$ cat config.mk
export PLATFORM = sky130hd
export DESIGN_NAME = burst_col_seq
export DESIGN_NICKNAME = d
export VERILOG_FILES = /design/src/rtl/burst_seq_pkg.sv /design/src/rtl/bseq_decode.sv /design/src/rtl/bseq_addr.sv /design/src/rtl/bseq_ctrl.sv /design/src/rtl/burst_col_seq.sv
export SDC_FILE = /design/constraint.sdc
export NUM_CORES = 1
export LEC_CHECK = 0
export BUFFER_PORTS_ARGS = -buffer_cell sky130_fd_sc_hd__buf_2
export CAP_MARGIN = 10
export CORE_ASPECT_RATIO = 0.6
export CORE_UTILIZATION = 40
export DETAILED_ROUTE_END_ITERATION = 10
export PLACE_DENSITY = 0.74
export SLEW_MARGIN = 40
export SYNTH_ARGS = -nofsm -noshare
export SYNTH_HDL_FRONTEND = slang
export SYNTH_HIERARCHICAL = 1
export SYNTH_SLANG_ARGS = --single-unit
$ cat constraint.sdc
create_clock -name clk -period 2.55 [get_ports clk]
set_input_delay 0.255 -clock clk [delete_from_list [all_inputs] [get_ports clk]]
set_output_delay 0.255 -clock clk [all_outputs]
set_load 0.01 [all_outputs]
$ cat src/rtl/burst_seq_pkg.sv
package burst_seq_pkg;

    localparam int SPAN_LOG2_W = 4;

    typedef enum logic {
        ORDER_LINEAR = 1'b0,
        ORDER_XOR    = 1'b1
    } order_e;

    typedef enum logic [2:0] {
        BLEN_1    = 3'b000,
        BLEN_2    = 3'b001,
        BLEN_4    = 3'b010,
        BLEN_8    = 3'b011,
        BLEN_RSV4 = 3'b100,
        BLEN_RSV5 = 3'b101,
        BLEN_RSV6 = 3'b110,
        BLEN_PAGE = 3'b111
    } blen_code_e;

    typedef struct packed {
        logic                   reserved;
        logic                   full_page;
        order_e                 order;
        logic [SPAN_LOG2_W-1:0] span_log2;
    } burst_cfg_t;

    // Map a length code and ordering bit onto the burst description.
    function automatic burst_cfg_t decode_cfg(input logic [2:0] code,
                                              input logic       wrap_bit);
        burst_cfg_t c;
        c.reserved  = 1'b0;
        c.full_page = 1'b0;
        c.order     = order_e'(wrap_bit);
        c.span_log2 = '0;
        case (blen_code_e'(code))
            BLEN_1:    c.span_log2 = SPAN_LOG2_W'(0);
            BLEN_2:    c.span_log2 = SPAN_LOG2_W'(1);
            BLEN_4:    c.span_log2 = SPAN_LOG2_W'(2);
            BLEN_8:    c.span_log2 = SPAN_LOG2_W'(3);
            BLEN_PAGE: begin
                c.full_page = 1'b1;
                c.order     = ORDER_LINEAR;
            end
            default:   c.reserved = 1'b1;
        endcase
        return c;
    endfunction

endpackage

$ cat src/rtl/bseq_decode.sv
module bseq_decode
    import burst_seq_pkg::*;
(
    input  logic [2:0]  code_i,
    input  logic        wrap_i,
    output burst_cfg_t  cfg_o
);

    always_comb begin
        cfg_o = decode_cfg(code_i, wrap_i);
    end

endmodule

$ cat src/rtl/bseq_addr.sv
module bseq_addr
    import burst_seq_pkg::*;
#(
    parameter int COL_W = 8
) (
    input  logic [COL_W-1:0] base_i,
    input  logic [COL_W-1:0] beat_i,
    input  burst_cfg_t       cfg_i,
    output logic [COL_W-1:0] col_o
);

    logic [COL_W-1:0] win_mask;
    logic [COL_W-1:0] lin_sum;
    logic [COL_W-1:0] xor_val;

    // Bits inside the burst window follow the beat; the rest hold the base.
    always_comb begin
        for (int i = 0; i < COL_W; i++) begin
            win_mask[i] = cfg_i.full_page || (i < int'(cfg_i.span_log2));
        end
    end

    assign lin_sum = base_i + beat_i;
    assign xor_val = base_i ^ beat_i;

    for (genvar i = 0; i < COL_W; i++) begin : g_bit
        assign col_o[i] = win_mask[i]
                        ? ((cfg_i.order == ORDER_XOR) ? xor_val[i] : lin_sum[i])
                        : base_i[i];
    end

endmodule

$ cat src/rtl/bseq_ctrl.sv
module bseq_ctrl
    import burst_seq_pkg::*;
#(
    parameter int COL_W = 8
) (
    input  logic             clk,
    input  logic             rst,
    input  logic             start_i,
    input  logic             abort_i,
    input  logic [COL_W-1:0] col_in_i,
    input  burst_cfg_t       cfg_in_i,
    output logic             active_o,
    output logic [COL_W-1:0] beat_o,
    output logic [COL_W-1:0] base_o,
    output burst_cfg_t       cfg_o,
    output logic             at_last_o,
    output logic             done_o,
    output logic             cfg_err_o
);

    logic             active_q;
    logic [COL_W-1:0] beat_q;
    logic [COL_W-1:0] base_q;
    burst_cfg_t       cfg_q;
    logic             done_q;
    logic             err_q;
    logic [COL_W-1:0] last_idx;
    logic             load;

    assign load      = start_i && !cfg_in_i.reserved;
    assign last_idx  = (COL_W'(1) << cfg_q.span_log2) - COL_W'(1);
    assign at_last_o = active_q && !cfg_q.full_page && (beat_q == last_idx);

    always_ff @(posedge clk) begin
        if (rst) begin
            active_q <= 1'b0;
            beat_q   <= '0;
            base_q   <= '0;
            cfg_q    <= '0;
            done_q   <= 1'b0;
            err_q    <= 1'b0;
        end else begin
            done_q <= 1'b0;
            if (load) begin
                active_q <= 1'b1;
                beat_q   <= '0;
                base_q   <= col_in_i;
                cfg_q    <= cfg_in_i;
                err_q    <= 1'b0;
            end else begin
                if (start_i) begin
                    err_q <= 1'b1;
                end
                if (active_q) begin
                    if (abort_i || at_last_o) begin
                        active_q <= 1'b0;
                        done_q   <= 1'b1;
                    end else begin
                        beat_q <= beat_q + COL_W'(1);
                    end
                end
            end
        end
    end

    assign active_o  = active_q;
    assign beat_o    = beat_q;
    assign base_o    = base_q;
    assign cfg_o     = cfg_q;
    assign done_o    = done_q;
    assign cfg_err_o = err_q;

    // an abort during a burst yields a done pulse next cycle
    a_r8_abort_done: assert property (@(posedge clk) disable iff (rst)
        active_q && abort_i && !start_i |=> done_q && !active_q);

    // done is never longer than one cycle
    a_r10_done_single: assert property (@(posedge clk) disable iff (rst)
        done_q |=> !done_q);

    // a reserved code raises the error flag
    a_r2_reserved_flag: assert property (@(posedge clk) disable iff (rst)
        start_i && cfg_in_i.reserved |=> err_q);

    // an accepted start always restarts at beat 0
    a_r11_restart_zero: assert property (@(posedge clk) disable iff (rst)
        load |=> active_q && (beat_q == '0) && !done_q);

endmodule

$ cat src/rtl/burst_col_seq.sv
module burst_col_seq
    import burst_seq_pkg::*;
#(
    parameter int COL_W = 8
) (
    input  logic             clk,
    input  logic             rst,
    input  logic             start_i,
    input  logic [COL_W-1:0] start_col_i,
    input  logic [2:0]       blen_code_i,
    input  logic             wrap_i,
    input  logic             abort_i,
    output logic             col_valid_o,
    output logic [COL_W-1:0] col_o,
    output logic             last_o,
    output logic             done_o,
    output logic             cfg_err_o
);

    burst_cfg_t       cfg_dec;
    burst_cfg_t       cfg_run;
    logic             active;
    logic             at_last;
    logic [COL_W-1:0] beat;
    logic [COL_W-1:0] base;

    bseq_decode u_decode (
        .code_i (blen_code_i),
        .wrap_i (wrap_i),
        .cfg_o  (cfg_dec)
    );

    bseq_ctrl #(.COL_W(COL_W)) u_ctrl (
        .clk       (clk),
        .rst       (rst),
        .start_i   (start_i),
        .abort_i   (abort_i),
        .col_in_i  (start_col_i),
        .cfg_in_i  (cfg_dec),
        .active_o  (active),
        .beat_o    (beat),
        .base_o    (base),
        .cfg_o     (cfg_run),
        .at_last_o (at_last),
        .done_o    (done_o),
        .cfg_err_o (cfg_err_o)
    );

    bseq_addr #(.COL_W(COL_W)) u_addr (
        .base_i (base),
        .beat_i (beat),
        .cfg_i  (cfg_run),
        .col_o  (col_o)
    );

    assign col_valid_o = active && !abort_i;
    assign last_o      = at_last && !abort_i;

    // page bursts never flag a last beat
    a_r9_no_last_page: assert property (@(posedge clk) disable iff (rst)
        active && cfg_run.full_page |-> !last_o);

    // page bursts step the whole column by one
    a_r6_page_step: assert property (@(posedge clk) disable iff (rst)
        col_valid_o && cfg_run.full_page && $past(col_valid_o) && !$past(start_i)
        |-> col_o == $past(col_o) + COL_W'(1));

    // XOR ordering leaves column XOR start equal to the beat number
    a_r4_xor_beat: assert property (@(posedge clk) disable iff (rst)
        col_valid_o && !cfg_run.full_page && (cfg_run.order == ORDER_XOR)
        |-> (col_o ^ base) == beat);

    // bits above an 8-beat window never move inside a fixed burst
    a_r7_upper_hold: assert property (@(posedge clk) disable iff (rst)
        col_valid_o && !cfg_run.full_page && $past(col_valid_o) && !$past(start_i)
        |-> col_o[COL_W-1:3] == $past(col_o[COL_W-1:3]));

endmodule

; ---- After elaboration in Yosys (flattened, before gate mapping)
; Cells that the tools add are included.
[classes]
addsub = 3
n_lt_le_gt_ge = 8
eq_ne = 5
shift = 1
n_mux = 22
bitwise_logic = 3
reduce_logical = 21
[ops]
columns = operator, count
row1 = 1-bit 2-to-1 mux, 20
row2 = "3-bit by 4-bit < comparator with 1-bit output, first input constant", 4
row3 = 1-bit logical OR, 9
row4 = "8-bit by 1-bit adder with 8-bit output, second input constant", 1
row5 = 8-bit adder, 1
row6 = 8-bit equality test, 1
row7 = "1-bit by 4-bit < comparator with 1-bit output, first input constant", 2
row8 = "2-bit by 4-bit < comparator with 1-bit output, first input constant", 2
row9 = "1-bit by 4-bit << shifter with 8-bit output, first input constant", 1
row10 = "8-bit by 2-bit subtractor with 8-bit output, second input constant", 1
row11 = 8-bit bitwise XOR, 1
row12 = "3-bit by 2-bit equality test with 1-bit output, second input constant", 2
row13 = 2-bit case mux with 3 select lines, 1
row14 = 1-bit logical AND, 5
row15 = 5-bit OR reduction, 1
row16 = "3-bit by 1-bit equality test with 1-bit output, second input constant", 1
row17 = "3-bit equality test, second input constant", 1
row18 = 3-bit zero test, 1
row19 = 3-bit OR reduction, 1
row20 = 1-bit zero test, 2
row21 = 2-bit 2-to-1 mux, 1
row22 = 1-bit inverter, 2
row23 = 2-bit AND reduction, 1
row24 = 2-bit OR reduction, 1
[totals]
regBits = 25
inputBits = 16
output_inout_bits = 12
word_cells = 71

; ---- Longest topological paths before layout
[logic_depth]
depth_word = 8
depth_mapped = 11
depth_no_buf = 9

; ---- Modules after synthesis
; The synthesis kept the hierarchy.
[modules_own_cells]
columns = mod, instances, cells_per_inst, area_per_inst_um2, seq_area_each_um2
row1 = bseq_ctrl, 1, 152, 1275.0, 520.5
row2 = bseq_addr, 1, 60, 445.4, 0.0
row3 = bseq_decode, 1, 8, 63.8, 0.0
row4 = burst_col_seq, 1, 2, 12.5, 0.0

; ---- Worst setup path before layout
; Ideal clock, no wire load.
[synth_path]
path_kind = reg2out
startpoint = register u_ctrl.cfg_q (netlist bit u_ctrl/cfg_o[2])
endpoint = output port last_o
t_arrival_ns = 2.520
t_required_ns = 2.295
setup_slack_ns = -0.225
stages_incl_launch_ff = 10
path_cell_list = dfxtp_1 buf_6 or4_4 ha_1 and2_1 o211ai_1 a21oi_1 nor4_4 buf_6 nor2b_1
[synth_via]
elab_chain_cells = 5
[synth_rtl]
columns = element, line
row1 = from (decl), bseq_ctrl.sv:24  ; burst_cfg_t cfg_q;
row2 = from (signal assigned), bseq_ctrl.sv:48  ; cfg_q <= cfg_in_i;
row3 = 1-bit by 4-bit << shifter with 8-bit output, bseq_ctrl.sv:31  ; assign last_idx = (COL_W'(1) << cfg_q.span_log2) - COL_W'(1);
row4 = 8-bit by 2-bit subtractor with 8-bit output, bseq_ctrl.sv:31
row5 = 8-bit equality test, bseq_ctrl.sv:32  ; assign at_last_o = active_q && !cfg_q.full_page && (beat_q == last_idx);
row6 = 1-bit logical AND, bseq_ctrl.sv:32
row7 = net at_last, burst_col_seq.sv:23  ; logic at_last;
row8 = 1-bit logical AND, burst_col_seq.sv:57  ; assign last_o = at_last && !abort_i;
row9 = to (decl), burst_col_seq.sv:15  ; output logic last_o,
; The timed path passes the listed nets, and every way through them passes these cells.

; ---- Final worst setup path
; Same ends and word-level chain as after synthesis.

==> summary.md <==
| Metric | Value |
|---|---|
| Register-to-Register Path Depth | 10 |
| Tmin final | 2.83 ns |
| Clock Skew | 0.00417 ns |
| Worst VDD drop | 0.000256 V |
| Clk_lat worst skew | 0.27 ns |
| Final slew viol count | 0 |
| Fraction of layout cells with a size suffix above 1 | 33.2% |
| Syn Area/Cell | 8.05 um^2 |
| First-pass GRT wire length | 7.07 mm |
| Max clock buf depth | 2 |
| Setup TNS Final | -1.65 ns |
| Final worst path period share | 111% |
| Hold WS | 0.207 ns |
| Slew HR | 64.0% |
| Clock Pin Slew Worst Setup and Hold Paths | 0.10 ns |
| Worst Setup Start Kind | flip-flop |
| Area of the multi-input gates | 0.00128 mm^2 |
| Met1 Use GR | 30.3% |
| Hold path depth | 3 |
| Largest net degree at the start of global routing | 19 |
| Final count of hold timing violations | 0 |
| Hold Crit Class | in2reg |
| Total wire length | 4.32 mm |
| Status | finished, violations left |
| Die area | 0.00471 mm^2 |
| Overall die width | 87.9 um |
| Reg-to-Reg Start | u_ctrl/cfg_o[2]$_SDFFE_PP0P_ |
| Core Rows | 18 |
| Total grt overflow | 0 |
| CTS tree | yes |
| Total of max-cap violations | 0 |
| Crit path max fanout | 4 |
| Leak | 0.888 nW |
| Total GRT Usage | 20.0% |
| Worst-path cell chain | or4_4 > ha_4 > xor2_1 > xnor2_1 > nand4_1 > nor4_4 > buf_12 > nor2b_4 > buf_6 |
| Area grow syn2layout | 23.5% |
| Vias in the first global route | 1434 |
| Residual DRC count | 0 |
| FF/Latch Area | 505 um^2 |
| Drt pass-1 iters | 4 |
| Post-DP HPWL | 3.01 mm |
| GPL Wtd Cong | 0.771 |
| Die height | 53.5 um |
| Via density | 5.26 |
| Worst Tran Pin Value | 0.537 ns |
| CP bufs+invs | 2 |
| Slowest cell on the critical path | or4_4 |
| # diodes | 0 |
| WHS Endpoint | u_ctrl/base_o[7]$_SDFFE_PP0P_ |
| Clock sinks | 25 |
| Ys Warns | 6 |
| CP required | 2.30 ns |
| DR WL/cell | 13.8 um |
| Antenna violations before repair | 0 |
| Num ports | 28 |
| Port Buffers | 27 |
| Core ar. | 0.00417 mm^2 |
| CTS root buffer | clkbuf_8 |
| Met3 Usage GRT | 4.14% |
| Via Count | 1646 |
| Worst setup path class | reg2out |
| CTS Buf Count | 3 |
| Worst setup margin | -0.284 ns |
| H-tree depth | 1 |
| RSZ-0062 raised after global routing | yes |
| Pwr Density | 398 mW/mm^2 |
| Slack of the worst reg-to-reg path | -0.27 ns |
| Reg-to-Reg End | u_ctrl/beat_o[3]$_SDFFE_PP0P_ |
| CP arrival | 2.58 ns |
| Hold Startpoint | start_col_i[7] |
| Fill count | 384 |
| Post-Syn Instances | 220 |
| Failing checks | negative setup slack |
| Nets | 280 |
| Largest stage delay on the critical path | 0.55 ns |
| Grt peak-use layer | met1 |
| Fmax | 353 MHz |
| Routed Antenna Nets | 0 |
| Initial core utilization | 42.5% |
| Final setup vio count | 10 |
| Met2 Usage GRT | 28.2% |
| Synthesized area | 0.00177 mm^2 |
| 1st-iter DRT viols | 78 |
| # hold bufs at CTS | 0 |
| CP top delay family | simple AND/OR/NAND/NOR gates |
| Critical Path End Type | output pin |
[repair_timing]
item | CTS | global route
gates resized for setup | 8 | 13
endpoints found under the setup margin | 7 | 14
pin swaps | 18 | 6
setup buffers | 4 | 0
[metal layers]
| layer | wire [um] | part of all wire, % | vias up |
|---|---|---|---|
| met3 | 209 | 4.8 | 2 |
| met1 | 2290 | 53 | 752 |
| met5 | 0 | 0 | - |
| li1 | - | - | 849 |
| met4 | 14 | 0.32 | 0 |
| met2 | 1800 | 42 | 43 |
[state kept, by name, indices dropped and copies added, names as in the netlist]
register          cells
u_ctrl/active_o       1
u_ctrl/beat_o         8
u_ctrl/cfg_err_o      1
u_ctrl/base_o         8
u_ctrl/done_o         1
u_ctrl/cfg_o          6
[final cells by class]
class | count | share of cell area, %
sequential | 25 | 23.1
tap | 60 | 3.43
multi-input combinational | 183 | 58.8
clock buffer | 3 | 1.89
clock inverter | 1 | 0.229
timing repair buffer | 41 | 12.6
[through the flow]
stage | utilization [%] | power [mW] | cell area [um^2] | cells | setup WS [ns]
floorplan | - | 0.556 | 1800 | 221 | -0.112
global placement | 48.0 | 0.607 | 2000 | 305 | -0.0873
detailed placement | 48.0 | 0.611 | 2000 | 305 | -0.133
CTS | 51.1 | 0.871 | 2130 | 313 | -0.283
global route | 52.5 | 0.925 | 2190 | 313 | -0.395
finish | 52.5 | 0.871 | 2190 | 313 | -0.284
[cells in the final DEF, fill, tap and decap left out, drive strengths merged, types with 2 or more instances in the layout]
| master | count |
|---|---|
| and2b | 3 |
| nand2 | 45 |
| mux2i | 3 |
| o31ai | 7 |
| a211oi | 2 |
| nor2 | 11 |
| or3 | 2 |
| nor3 | 4 |
| o211ai | 5 |
| xor2 | 4 |
| dfxtp | 25 |
| clkbuf | 3 |
| o21ai | 7 |
| mux2 | 3 |
| buf | 41 |
| conb | 2 |
| nand3b | 2 |
| nor2b | 5 |
| nand3 | 2 |
| and3 | 3 |
| ha | 9 |
| or4 | 8 |
| xnor2 | 6 |
| nand4 | 3 |
| nor3b | 2 |
| a21oi | 28 |
| nand2b | 4 |
[power breakdown]
part	internal [mW]	switching (mW)
Clock	0.110	0.138
Combinational	0.0984	0.107
Sequential	0.404	0.0141
[worst reg2reg max path, stage by stage (launching register included)]
cell and delay (ns):
dfxtp_2 0.33, or4_4 0.55, ha_4 0.20, and2_4 0.15, o211ai_1 0.23, and3_1 0.24, nor4_4 0.07, buf_12 0.13
buf_4 0.15, or4_2 0.64, nand2_1 0.08
[worst max-delay path by stage]
stage / start / endpoint / slack, ns / cells past startpoint
global route: u_ctrl/cfg_o[2]$_SDFFE_PP0P_ / last_o / -0.40 / 9
detailed placement: u_ctrl/cfg_o[1]$_SDFFE_PP0P_ / u_ctrl/beat_o[6]$_SDFFE_PP0P_ / -0.13 / 9
finish: u_ctrl/cfg_o[2]$_SDFFE_PP0P_ / last_o / -0.28 / 9
floorplan: u_ctrl/cfg_o[2]$_SDFFE_PP0P_ / last_o / -0.11 / 9
CTS: u_ctrl/cfg_o[2]$_SDFFE_PP0P_ / last_o / -0.28 / 9
global placement: u_ctrl/cfg_o[1]$_SDFFE_PP0P_ / u_ctrl/beat_o[6]$_SDFFE_PP0P_ / -0.09 / 9
Note: power is estimated with default switching activity, not from simulation.
